<file path="src/rtl/load_shaper_pkg.sv">
package load_shaper_pkg;

  typedef enum logic [1:0] {
    SZ_B8  = 2'd0,
    SZ_B16 = 2'd1,
    SZ_B32 = 2'd2,
    SZ_B64 = 2'd3
  } size_e;

  typedef enum logic [1:0] {
    CLAMP_OFF  = 2'd0,
    CLAMP_SGN  = 2'd1,
    CLAMP_UNS  = 2'd2,
    CLAMP_RSVD = 2'd3
  } clamp_e;

  // bit count of a size code
  function automatic int unsigned size_bits(input logic [1:0] code);
    return 32'd8 << code;
  endfunction

  // byte count of a size code
  function automatic int unsigned size_bytes(input logic [1:0] code);
    return 32'd1 << code;
  endfunction

endpackage

</file>
<file path="src/rtl/load_shaper_swap.sv">
// Selects the access bytes and optionally mirrors them inside the access.
module load_shaper_swap
  import load_shaper_pkg::*;
#(
  parameter int unsigned DATA_W = 64
) (
  input  logic [DATA_W-1:0] raw,
  input  logic [1:0]        size,
  input  logic              mirror,
  output logic [DATA_W-1:0] shaped
);

  localparam int unsigned NBYTES = DATA_W / 8;

  always_comb begin
    int unsigned nb;
    nb = size_bytes(size);
    shaped = '0;
    for (int unsigned k = 0; k < NBYTES; k++) begin
      if (k < nb) begin
        if (mirror) begin
          shaped[8*k +: 8] = raw[8*(nb-1-k) +: 8];
        end else begin
          shaped[8*k +: 8] = raw[8*k +: 8];
        end
      end
    end
  end

endmodule

</file>
<file path="src/rtl/load_shaper_widen.sv">
// Widens the access into an intermediate one bit wider than the data path.
module load_shaper_widen
  import load_shaper_pkg::*;
#(
  parameter int unsigned DATA_W = 64
) (
  input  logic [DATA_W-1:0] val,
  input  logic [1:0]        size,
  input  logic              sign_en,
  output logic [DATA_W:0]   wide
);

  always_comb begin
    int unsigned nbits;
    logic        fill;
    nbits = size_bits(size);
    fill  = sign_en & val[nbits-1];
    for (int unsigned k = 0; k <= DATA_W; k++) begin
      if (k < nbits) begin
        wide[k] = val[k];
      end else begin
        wide[k] = fill;
      end
    end
  end

endmodule

</file>
<file path="src/rtl/load_shaper_clamp.sv">
// Cuts or clamps the widened value to the destination element size.
module load_shaper_clamp
  import load_shaper_pkg::*;
#(
  parameter int unsigned DATA_W = 64
) (
  input  logic [DATA_W:0]   wide,
  input  logic [1:0]        dsize,
  input  logic [1:0]        mode,
  output logic [DATA_W-1:0] res
);

  localparam logic [DATA_W:0] ONE = {{DATA_W{1'b0}}, 1'b1};

  logic [DATA_W:0] umax;
  logic [DATA_W:0] smax;
  logic [DATA_W:0] smin;
  logic [DATA_W:0] picked;

  always_comb begin
    int unsigned db;
    db   = size_bits(dsize);
    umax = (ONE << db) - ONE;
    smax = (ONE << (db - 1)) - ONE;
    smin = ~smax;
  end

  always_comb begin
    picked = wide;
    unique case (clamp_e'(mode))
      CLAMP_SGN: begin
        if ($signed(wide) > $signed(smax)) begin
          picked = smax;
        end else if ($signed(wide) < $signed(smin)) begin
          picked = smin;
        end
      end
      CLAMP_UNS: begin
        if (wide > umax) begin
          picked = umax;
        end
      end
      default: picked = wide;
    endcase
    res = picked[DATA_W-1:0] & umax[DATA_W-1:0];
  end

endmodule

</file>
<file path="src/rtl/load_shaper.sv">
module load_shaper
  import load_shaper_pkg::*;
#(
  parameter int unsigned DATA_W = 64
) (
  input  logic              clk,
  input  logic              rst_n,
  input  logic              in_valid,
  input  logic [63:0]       in_raw,
  input  logic [1:0]        in_opw,
  input  logic              in_rev,
  input  logic              in_le,
  input  logic [1:0]        in_dstw,
  input  logic [1:0]        in_sat,
  output logic              out_valid,
  output logic [63:0]       out_data
);

  logic [DATA_W-1:0] raw_w;
  logic [DATA_W-1:0] ordered;
  logic [DATA_W:0]   widened;
  logic [DATA_W-1:0] fitted;
  logic              mirror;
  logic              sign_en;

  logic              vld_q, vld_d;
  logic [DATA_W-1:0] dat_q, dat_d;
  logic              dat_en;

  assign raw_w   = DATA_W'(in_raw);
  assign mirror  = ~(in_rev ^ in_le);
  assign sign_en = (clamp_e'(in_sat) == CLAMP_SGN);

  load_shaper_swap #(.DATA_W(DATA_W)) u_swap (
    .raw    (raw_w),
    .size   (in_opw),
    .mirror (mirror),
    .shaped (ordered)
  );

  load_shaper_widen #(.DATA_W(DATA_W)) u_widen (
    .val     (ordered),
    .size    (in_opw),
    .sign_en (sign_en),
    .wide    (widened)
  );

  load_shaper_clamp #(.DATA_W(DATA_W)) u_clamp (
    .wide  (widened),
    .dsize (in_dstw),
    .mode  (in_sat),
    .res   (fitted)
  );

  // next state
  always_comb begin
    dat_en = in_valid;
    vld_d  = in_valid;
    dat_d  = dat_en ? fitted : dat_q;
  end

  // registers
  always_ff @(posedge clk or negedge rst_n) begin
    if (!rst_n) begin
      vld_q <= 1'b0;
      dat_q <= '0;
    end else begin
      vld_q <= vld_d;
      dat_q <= dat_d;
    end
  end

  assign out_valid = vld_q;
  assign out_data  = 64'(dat_q);


  valid_follow_chk: assert property (@(posedge clk) disable iff (!rst_n)
    in_valid |=> out_valid);


  valid_idle_chk: assert property (@(posedge clk) disable iff (!rst_n)
    !in_valid |=> !out_valid);


  data_hold_chk: assert property (@(posedge clk) disable iff (!rst_n)
    !in_valid |=> $stable(out_data));


  straight_pass_chk: assert property (@(posedge clk) disable iff (!rst_n)
    (in_valid && in_opw == 2'd3 && in_dstw == 2'd3 && (in_rev != in_le)
     && (in_sat == 2'd0 || in_sat == 2'd3))
    |=> out_data == $past(in_raw));


  single_byte_chk: assert property (@(posedge clk) disable iff (!rst_n)
    (in_valid && in_opw == 2'd0 && in_dstw == 2'd0)
    |=> out_data == {56'd0, $past(in_raw[7:0])});

endmodule

</file>
<file path="config.mk">
export PLATFORM = sky130hd
export DESIGN_NAME = load_shaper
export DESIGN_NICKNAME = d
export VERILOG_FILES = /design/src/rtl/load_shaper_pkg.sv /design/src/rtl/load_shaper_swap.sv /design/src/rtl/load_shaper_widen.sv /design/src/rtl/load_shaper_clamp.sv /design/src/rtl/load_shaper.sv
export SDC_FILE = /design/constraint.sdc
export NUM_CORES = 1
export LEC_CHECK = 0
export BUFFER_PORTS_ARGS = -buffer_cell sky130_fd_sc_hd__buf_2
export CORE_UTILIZATION = 50
export DETAILED_ROUTE_END_ITERATION = 8
export MAX_ROUTING_LAYER = met4
export PLACE_DENSITY = 0.7
export SYNTH_ARGS = -nofsm -noshare
export SYNTH_HDL_FRONTEND = slang
export SYNTH_SLANG_ARGS = --single-unit
export TNS_END_PERCENT = 30
</file>
<file path="constraint.sdc">
create_clock -name clk -period 2.4 [get_ports clk]
set_clock_uncertainty 0.1 [all_clocks]
set_input_delay 0.24 -clock clk [delete_from_list [all_inputs] [get_ports clk]]
set_output_delay 0.24 -clock clk [all_outputs]
set_load 0.005 [all_outputs]
</file>
==> results of run 1 <==
[power groups by stage]
stage	registers, W	logic (W)	clock network (W)
5_1_grt	0.00131	0.00520	0.00158
6_report	0.00130	0.00488	0.00156
3_5_place_dp	0.00131	0.00411	0
3_3_place_gp	0.00131	0.00404	0
4_1_cts	0.00130	0.00450	0.00155
2_1_floorplan	0.00132	0.00215	0
[metal layers]
metal,part of all wire,GRT usage
met1,0.39,0.536
met2,0.46,0.682
met3,0.090,0.0609
met4,0.053,0.220
met5,0,-
[what timing repair did]
item	CTS	global route
setup endpoints to repair	64	64
hold endpoints to repair	16	0
resized for setup	157	89
buffers inserted	17	8
pin swaps	49	50
cloned	5	0
hold buffers	2	0
[worst max-delay path, cell delays in order]
cell       delay, ns
buf_8           0.09
inv_8           0.04
ha_4            0.17
ha_4            0.31
mux4_2          0.22
nand4b_1        0.17
a2111oi_4       0.39
a21oi_4         0.07
o221a_4         0.35
buf_12          0.15
buf_16          0.13
and2_4          0.15
inv_4           0.06
ha_4            0.21
buf_4           0.14
nor4_4          0.23
nand2_2         0.13
or3_4           0.41
or4_4           0.43
o221ai_2        0.07
o31a_1          0.17
a21o_4          0.17
buf_6           0.14
mux2i_4         0.23
nor2_1          0.07
a211oi_1        0.31
a22oi_1         0.16
[cells by family after synthesis]
group	after synthesis
buffers and inverters	172
adders and majority gates	177
muxes	119
xor gates and xnor gates	5
and+or+nand+nor	388
other	2
AOI/OAI and AO/OA	412
DFF	65
[how the worst min path moves through the flow]
| stage | from | endpoint | slack, ns |
|---|---|---|---|
| 4_1_cts | rst_n | out_data[38] | 0.26 |
| 3_5_place_dp | rst_n | out_data[38] | 0.09 |
| 2_1_floorplan | rst_n | out_data[0] | -0.16 |
| 6_report | rst_n | out_data[38] | 0.25 |
| 5_1_grt | rst_n | out_data[38] | 0.29 |
| 3_3_place_gp | rst_n | out_data[38] | 0.09 |
[synth_stat cells (11+ instances only)]
master / number
buf_2: 16
mux4_2: 62
nor3_1: 15
dfrtp_1: 65
a21oi_1: 99
a31oi_1: 28
mux2i_1: 56
o211ai_1: 32
nand2_1: 134
o21ai_0: 68
a211oi_1: 21
buf_1: 11
nor2b_1: 26
inv_1: 91
and2_1: 18
nor2_1: 88
nand4_1: 15
clkbuf_1: 41
o21a_1: 11
a21o_1: 18
ha_1: 177
o221ai_1: 32
nand3_1: 28
nand2b_1: 11
[through the flow]
stage / worst slack [ns] / power [W] / setup TNS, ns / std cells
floorplan: -2.98 / 0.00347 / -177.90 / 1348
CTS: -2.71 / 0.00735 / -167.59 / 2153
global placement: -3.61 / 0.00535 / -225.21 / 2113
global route: -3.05 / 0.00809 / -189.29 / 2161
finish: -2.90 / 0.00773 / -176.63 / 2161
detailed placement: -3.71 / 0.00542 / -228.04 / 2113
[state kept, by name, summed over array words and instances, names as in the netlist]
| signal | count |
|---|---|
| out_valid | 1 |
| out_data | 64 |
[final cells by class]
type / count / area [um2]
tap: 280 / 350
clock inverter: 6 / 90.1
clock buffer: 10 / 239
inverter: 95 / 384
multi-input combinational: 1113 / 10200
timing repair buffer: 592 / 4410
sequential: 65 / 1630
fill: 1529 / 4700
==> run_results.csv, run 1 <==
group,metric,value,unit
outcome,status,"complete, but fails checks",
outcome,violations,"design-rule violations, negative setup slack",
layout,antennaDiodeCount,0,
sta,fin_crit,5.30,ns
critical_path,r2r-start,"out_data[46]",
synthesis,synth_cell_types,80,
critical_path,ff2ff_setup_slack,1.16,ns
placement,place.gp.congestion,1.05,
critical_path,startpoint_type,"input pin",
detailed_routing,ant_nets,0,
detailed_routing,drtIter0Drc,1296,
synthesis,yosys_warnings,0,
synthesis,ys_seq_area_frac,0.144,
synthesis,yosys.area.top_type,"ha_1",
sta,slew_headroom,0.522,
power_and_ir_drop,leakage,8.29,nW
layout,final_core_util,0.786,
grt,grt_overflow_total,0,
sta,worst_pin_slew,0.713,ns
layout,drive_above_1_share,0.461,
synthesis,synthArstFlopShare,1.00,
cts,cts_tree,"done",
worst_hold_path,hold_path.class,"in2async",
critical_path,worstSetupEndpoint,"out_data[46]",
detailed_routing,drc,4,
power_and_ir_drop,power_frac_clock,0.201,
synthesis,syn_area_per_cell,8.41,um2
sta,hold_violations,0,
grt,antenna_found_initial,0,
critical_path,worst-path-max-fanout,5,
critical_path,crit_arrival,5.41,ns
layout,layout_commonest_cell,"buf_4",
critical_path,crit_required,2.51,ns
sta,rsz0062_at_grt,"yes",
critical_path,cp-end-kind,"flip-flop",
placement,postPlaceCellArea,0.0154,mm2
detailed_routing,avgRoutedWirePerCell,22.8,um
cts,cts_inserted_buffers,9,
floorplanning,die_y,152,um
floorplanning,core_area,0.0220,mm2
synthesis,synthMuxAreaShare,0.175,
grt,grt_pass1_wl,75.7,mm
sta,whs,0.255,ns
synthesis,synth_xor_area_frac,0.00388,
detailed_routing,wl,49.3,mm
floorplanning,die_area,0.0232,mm2
layout,final_cell_mix,"buf_4, ha_1, buf_2",
detailed_routing,first_pass_iters,7,
power_and_ir_drop,intPower,0.00451,W
critical_path,reg2reg_depth,3,
detailed_routing,avgViaCountPerCell,6.40,
cts,root_buffer,"clkbuf_16",
grt,grt_use_total,0.431,
floorplanning,rows,54,
synthesis,synth_edf_count,0,
layout,area_delta_synth_final,53.1,%
sta,max_freq,189,MHz
critical_path,critPathLaunch,"in_opw[1]",
sta,final.period_utilization,2.21,
layout,final_nets,2128,
cts,cts_buffer_depth,2,
placement,portBuffers,139,
synthesis,yosys-top-cells-area,"ha_1, dfrtp_1, mux4_2, mux2i_1, nand2_1",
synthesis,syn_area,0.0113,mm2
critical_path,r2r-end,"out_data[46]",
cts,cts.sinks,65,
power_and_ir_drop,pwr-share-seq,0.168,
power_and_ir_drop,power.net_switching,0.00322,W
floorplanning,io_pins,140,
grt,grt_max_degree,44,
synthesis,synthCells,1340,
flow_run,max_cap_viol_count,0,
sta,worst_slack,-2.90,ns
power_and_ir_drop,combPwrFrac,0.631,
power_and_ir_drop,vdd_drop_max,0.000326,V
power_and_ir_drop,power_density,448,mW/mm2
detailed_routing,vias,13800,
synthesis,synth_top_family_by_area,"compound AO/OA/AOI/OAI gates",
critical_path,critPathKind,"in2reg",
synthesis,synth_flop_cell,"dfrtp_1",
power_and_ir_drop,switching_share,0.417,
synthesis,synth_compound_area_frac,0.250,
sta,maxSlewViolCount,0,
synthesis,synthDominantCellAreaShare,0.196,
floorplanning,die_x,152,um
grt,grt_pass1_vias,13500,
sta,setup_viol,64,
cts,htreeDepth,3,
cts,insertion_delay,0.35,ns
floorplanning,start_util,0.513,
cts,clk_pin_slew,0.07,ns
layout,fin_area,0.0173,mm2
synthesis,synth-simple-area-share,0.167,
synthesis,ys_ff_latch,65,
synthesis,synth_fa_ha_area_frac,0.196,
placement,hpwlAfterDp,37.2,mm
Note: power is estimated with default switching activity, not from simulation.
==> inputs of run 2 (changes only) <==
- CELL_PAD_IN_SITES_DETAIL_PLACEMENT: default -> 1
- CELL_PAD_IN_SITES_GLOBAL_PLACEMENT: default -> 2
- CORE_UTILIZATION: 50 -> 33
- PLACE_DENSITY: 0.7 -> default
- PLACE_DENSITY_LB_ADDON: default -> 0.1
- clock period: 2.4 -> 4.3 ns (I/O delays scaled with it)
==> run 2 against run 1 <==
Net effect:
- die area rose by 51%
- sequential power fell by 44%
- critical path type unchanged
- sequential share of layout area fell by 0.59 points
- cell area rose by 6.7%
- core utilization fell by 24 points
- final cell count rose by 9.7%
- the run ends with negative setup slack left
- clock-buffer cell count did not move
- critical path depth rose by 1
- sequential cell count did not move
- routed wire length rose by 17%
- setup slack improved by 1.6 ns
- global-route usage fell by 10 points
==> run_results.csv, run 2 (synthesized netlist as in run 1, its figures left out) <==
group,metric,value,unit
grt,grt_pass1_vias,14100,
detailed_routing,avgRoutedWirePerCell,24.4,um
sta,finalSetupTns,-75.85,ns
placement,portBuffers,139,
floorplanning,rows,67,
floorplanning,io_pins,140,
worst_hold_path,hold_path.class,"in2async",
cts,clk_pin_slew,0.06,ns
detailed_routing,vias,13500,
critical_path,crit_arrival,5.71,ns
detailed_routing,first_pass_iters,5,
cts,ctsHoldBuffers,0,
layout,fill_cells,3882,
grt,antenna_found_initial,0,
grt,grt_pass1_wl,84.7,mm
sta,worst_pin_slew,1.10,ns
sta,slew_headroom,0.266,
grt,grt_overflow_total,0,
sta,whs,0.150,ns
power_and_ir_drop,power_density,249,mW/mm2
cts,htreeDepth,3,
detailed_routing,drc,0,
layout,stdcell_count,2371,
detailed_routing,drtIter0Drc,853,
detailed_routing,wl,57.8,mm
cts,root_buffer,"clkbuf_16",
detailed_routing,ant_nets,0,
floorplanning,die_y,187,um
cts,cts_inserted_buffers,9,
layout,antennaDiodeCount,0,
flow_run,max_cap_viol_count,0,
sta,rsz0062_at_grt,"yes",
grt,grt_max_degree,46,
sta,fin_crit,5.58,ns
cts,cts_tree,"done",
detailed_routing,avgViaCountPerCell,5.70,
placement,hpwlAfterDp,44.1,mm
layout,largest_reg_flops,64,
floorplanning,die_x,187,um
layout,area_delta_synth_final,63.4,%
critical_path,worst-path-max-fanout,10,
critical_path,startpoint_type,"input pin",
sta,setup_viol,64,
layout,layout_commonest_cell,"buf_4",
critical_path,critPathLaunch,"in_opw[1]",
sta,hold_violations,0,
layout,drive_above_1_share,0.502,
outcome,status,"complete, but fails checks",
critical_path,crit_required,4.43,ns
outcome,violations,"negative setup slack",
layout,final_nets,2170,
floorplanning,die_area,0.0349,mm2
floorplanning,core_area,0.0335,mm2
sta,final.period_utilization,1.30,
sta,worst_slack,-1.28,ns
critical_path,critPathKind,"in2reg",
critical_path,r2r-start,"out_data[48]",
placement,place.gp.congestion,0.994,
sta,maxSlewViolCount,0,
floorplanning,start_util,0.336,
sta,max_freq,179,MHz
cts,cts.sinks,65,
cts,cts_buffer_depth,2,
cts,insertion_delay,0.37,ns
critical_path,cp-end-kind,"flip-flop",
power_and_ir_drop,vdd_drop_max,0.000226,V
layout,final_cell_mix,"buf_4, ha_1, buf_2",
placement,dp.cells,2298,
grt,grt_use_total,0.327,
power_and_ir_drop,leakage,8.58,nW
[run 2: cell types whose count changed in the layout (fill, tap and decap cells not counted), sizes merged]
cell	before	now
bufbuf	1	0
buf	589	628
clkbuf	10	17
dlygate4sd3	2	0
nand2	136	135
[run 2: final timing paths]
kind / endpoint / slack [ns] / cells past startpoint
max reg2reg: out_data[48] / 3.14 / 3
min: out_valid / 0.15 / 1
min in group clk: out_data[26] / 0.42 / 1
max in group asynchronous: out_data[0] / 3.00 / 2
min reg2reg: out_data[26] / 0.42 / 1
max: out_data[48] / -1.28 / 28
[run 2: cell type report]
type / count / area (um2) / share of cell area
multi-input combinational: 1112 / 10700 / 0.580
timing repair buffer: 635 / 4830 / 0.262
sequential: 65 / 1630 / 0.0883
tap: 448 / 561 / 0.0304
inverter: 95 / 379 / 0.0206
clock buffer: 10 / 239 / 0.0130
clock inverter: 6 / 90.1 / 0.00489
[run 2: layer usage]
layer	vias up	GRT usage	wire length (um)	share of wire
met5	-	-	0	0
met4	0	0.131	2640	0.046
met3	111	0.0501	2680	0.046
met2	363	0.525	27700	0.48
met1	6828	0.411	24800	0.43
li1	6215	-	-	-
[run 2: repair_timing]
action | 4_1_cts | 5_1_grt
setup buffers | 25 | 25
endpoints found under the hold margin | 0 | 0
gates cloned | 2 | 6
endpoints found under the setup margin | 64 | 64
pin swaps | 74 | 61
gates resized for setup | 216 | 133
[run 2: critical path, stage by stage]
cell	delay, ns
buf_8	0.11
inv_8	0.06
ha_4	0.20
buf_4	0.18
mux2i_2	0.23
o22ai_1	0.14
o221a_2	0.39
a21oi_4	0.24
o221ai_2	0.15
buf_4	0.15
a21oi_1	0.22
buf_4	0.20
inv_1	0.07
ha_1	0.36
nand2b_2	0.27
buf_4	0.16
a211oi_1	0.32
a221oi_2	0.14
buf_4	0.16
o2111ai_2	0.24
o31ai_2	0.11
a21oi_2	0.27
buf_4	0.19
o21ai_4	0.06
and2_4	0.17
buf_12	0.14
a211oi_4	0.23
a22oi_1	0.11
[run 2: power breakdown]
| part | leakage [nW] | internal (W) | switching, W |
|---|---|---|---|
| registers | 0.856 | 0.000683 | 0.0000430 |
| clock network | 0.159 | 0.000526 | 0.000344 |
| logic | 7.57 | 0.00143 | 0.00157 |
| total | 8.58 | 0.00264 | 0.00195 |
[run 2: metrics by stage]
step / instance area (um2) / utilization / setup WS (ns) / total power, W
after floorplan: 11600 / - / -1.27 / 0.00193
after global placement: 15800 / 0.470 / -1.98 / 0.00311
after detailed placement: 15800 / 0.470 / -2.23 / 0.00316
after CTS: 17400 / 0.518 / -1.06 / 0.00433
after global routing: 18400 / 0.549 / -1.46 / 0.00484
final: 18400 / 0.549 / -1.28 / 0.00459
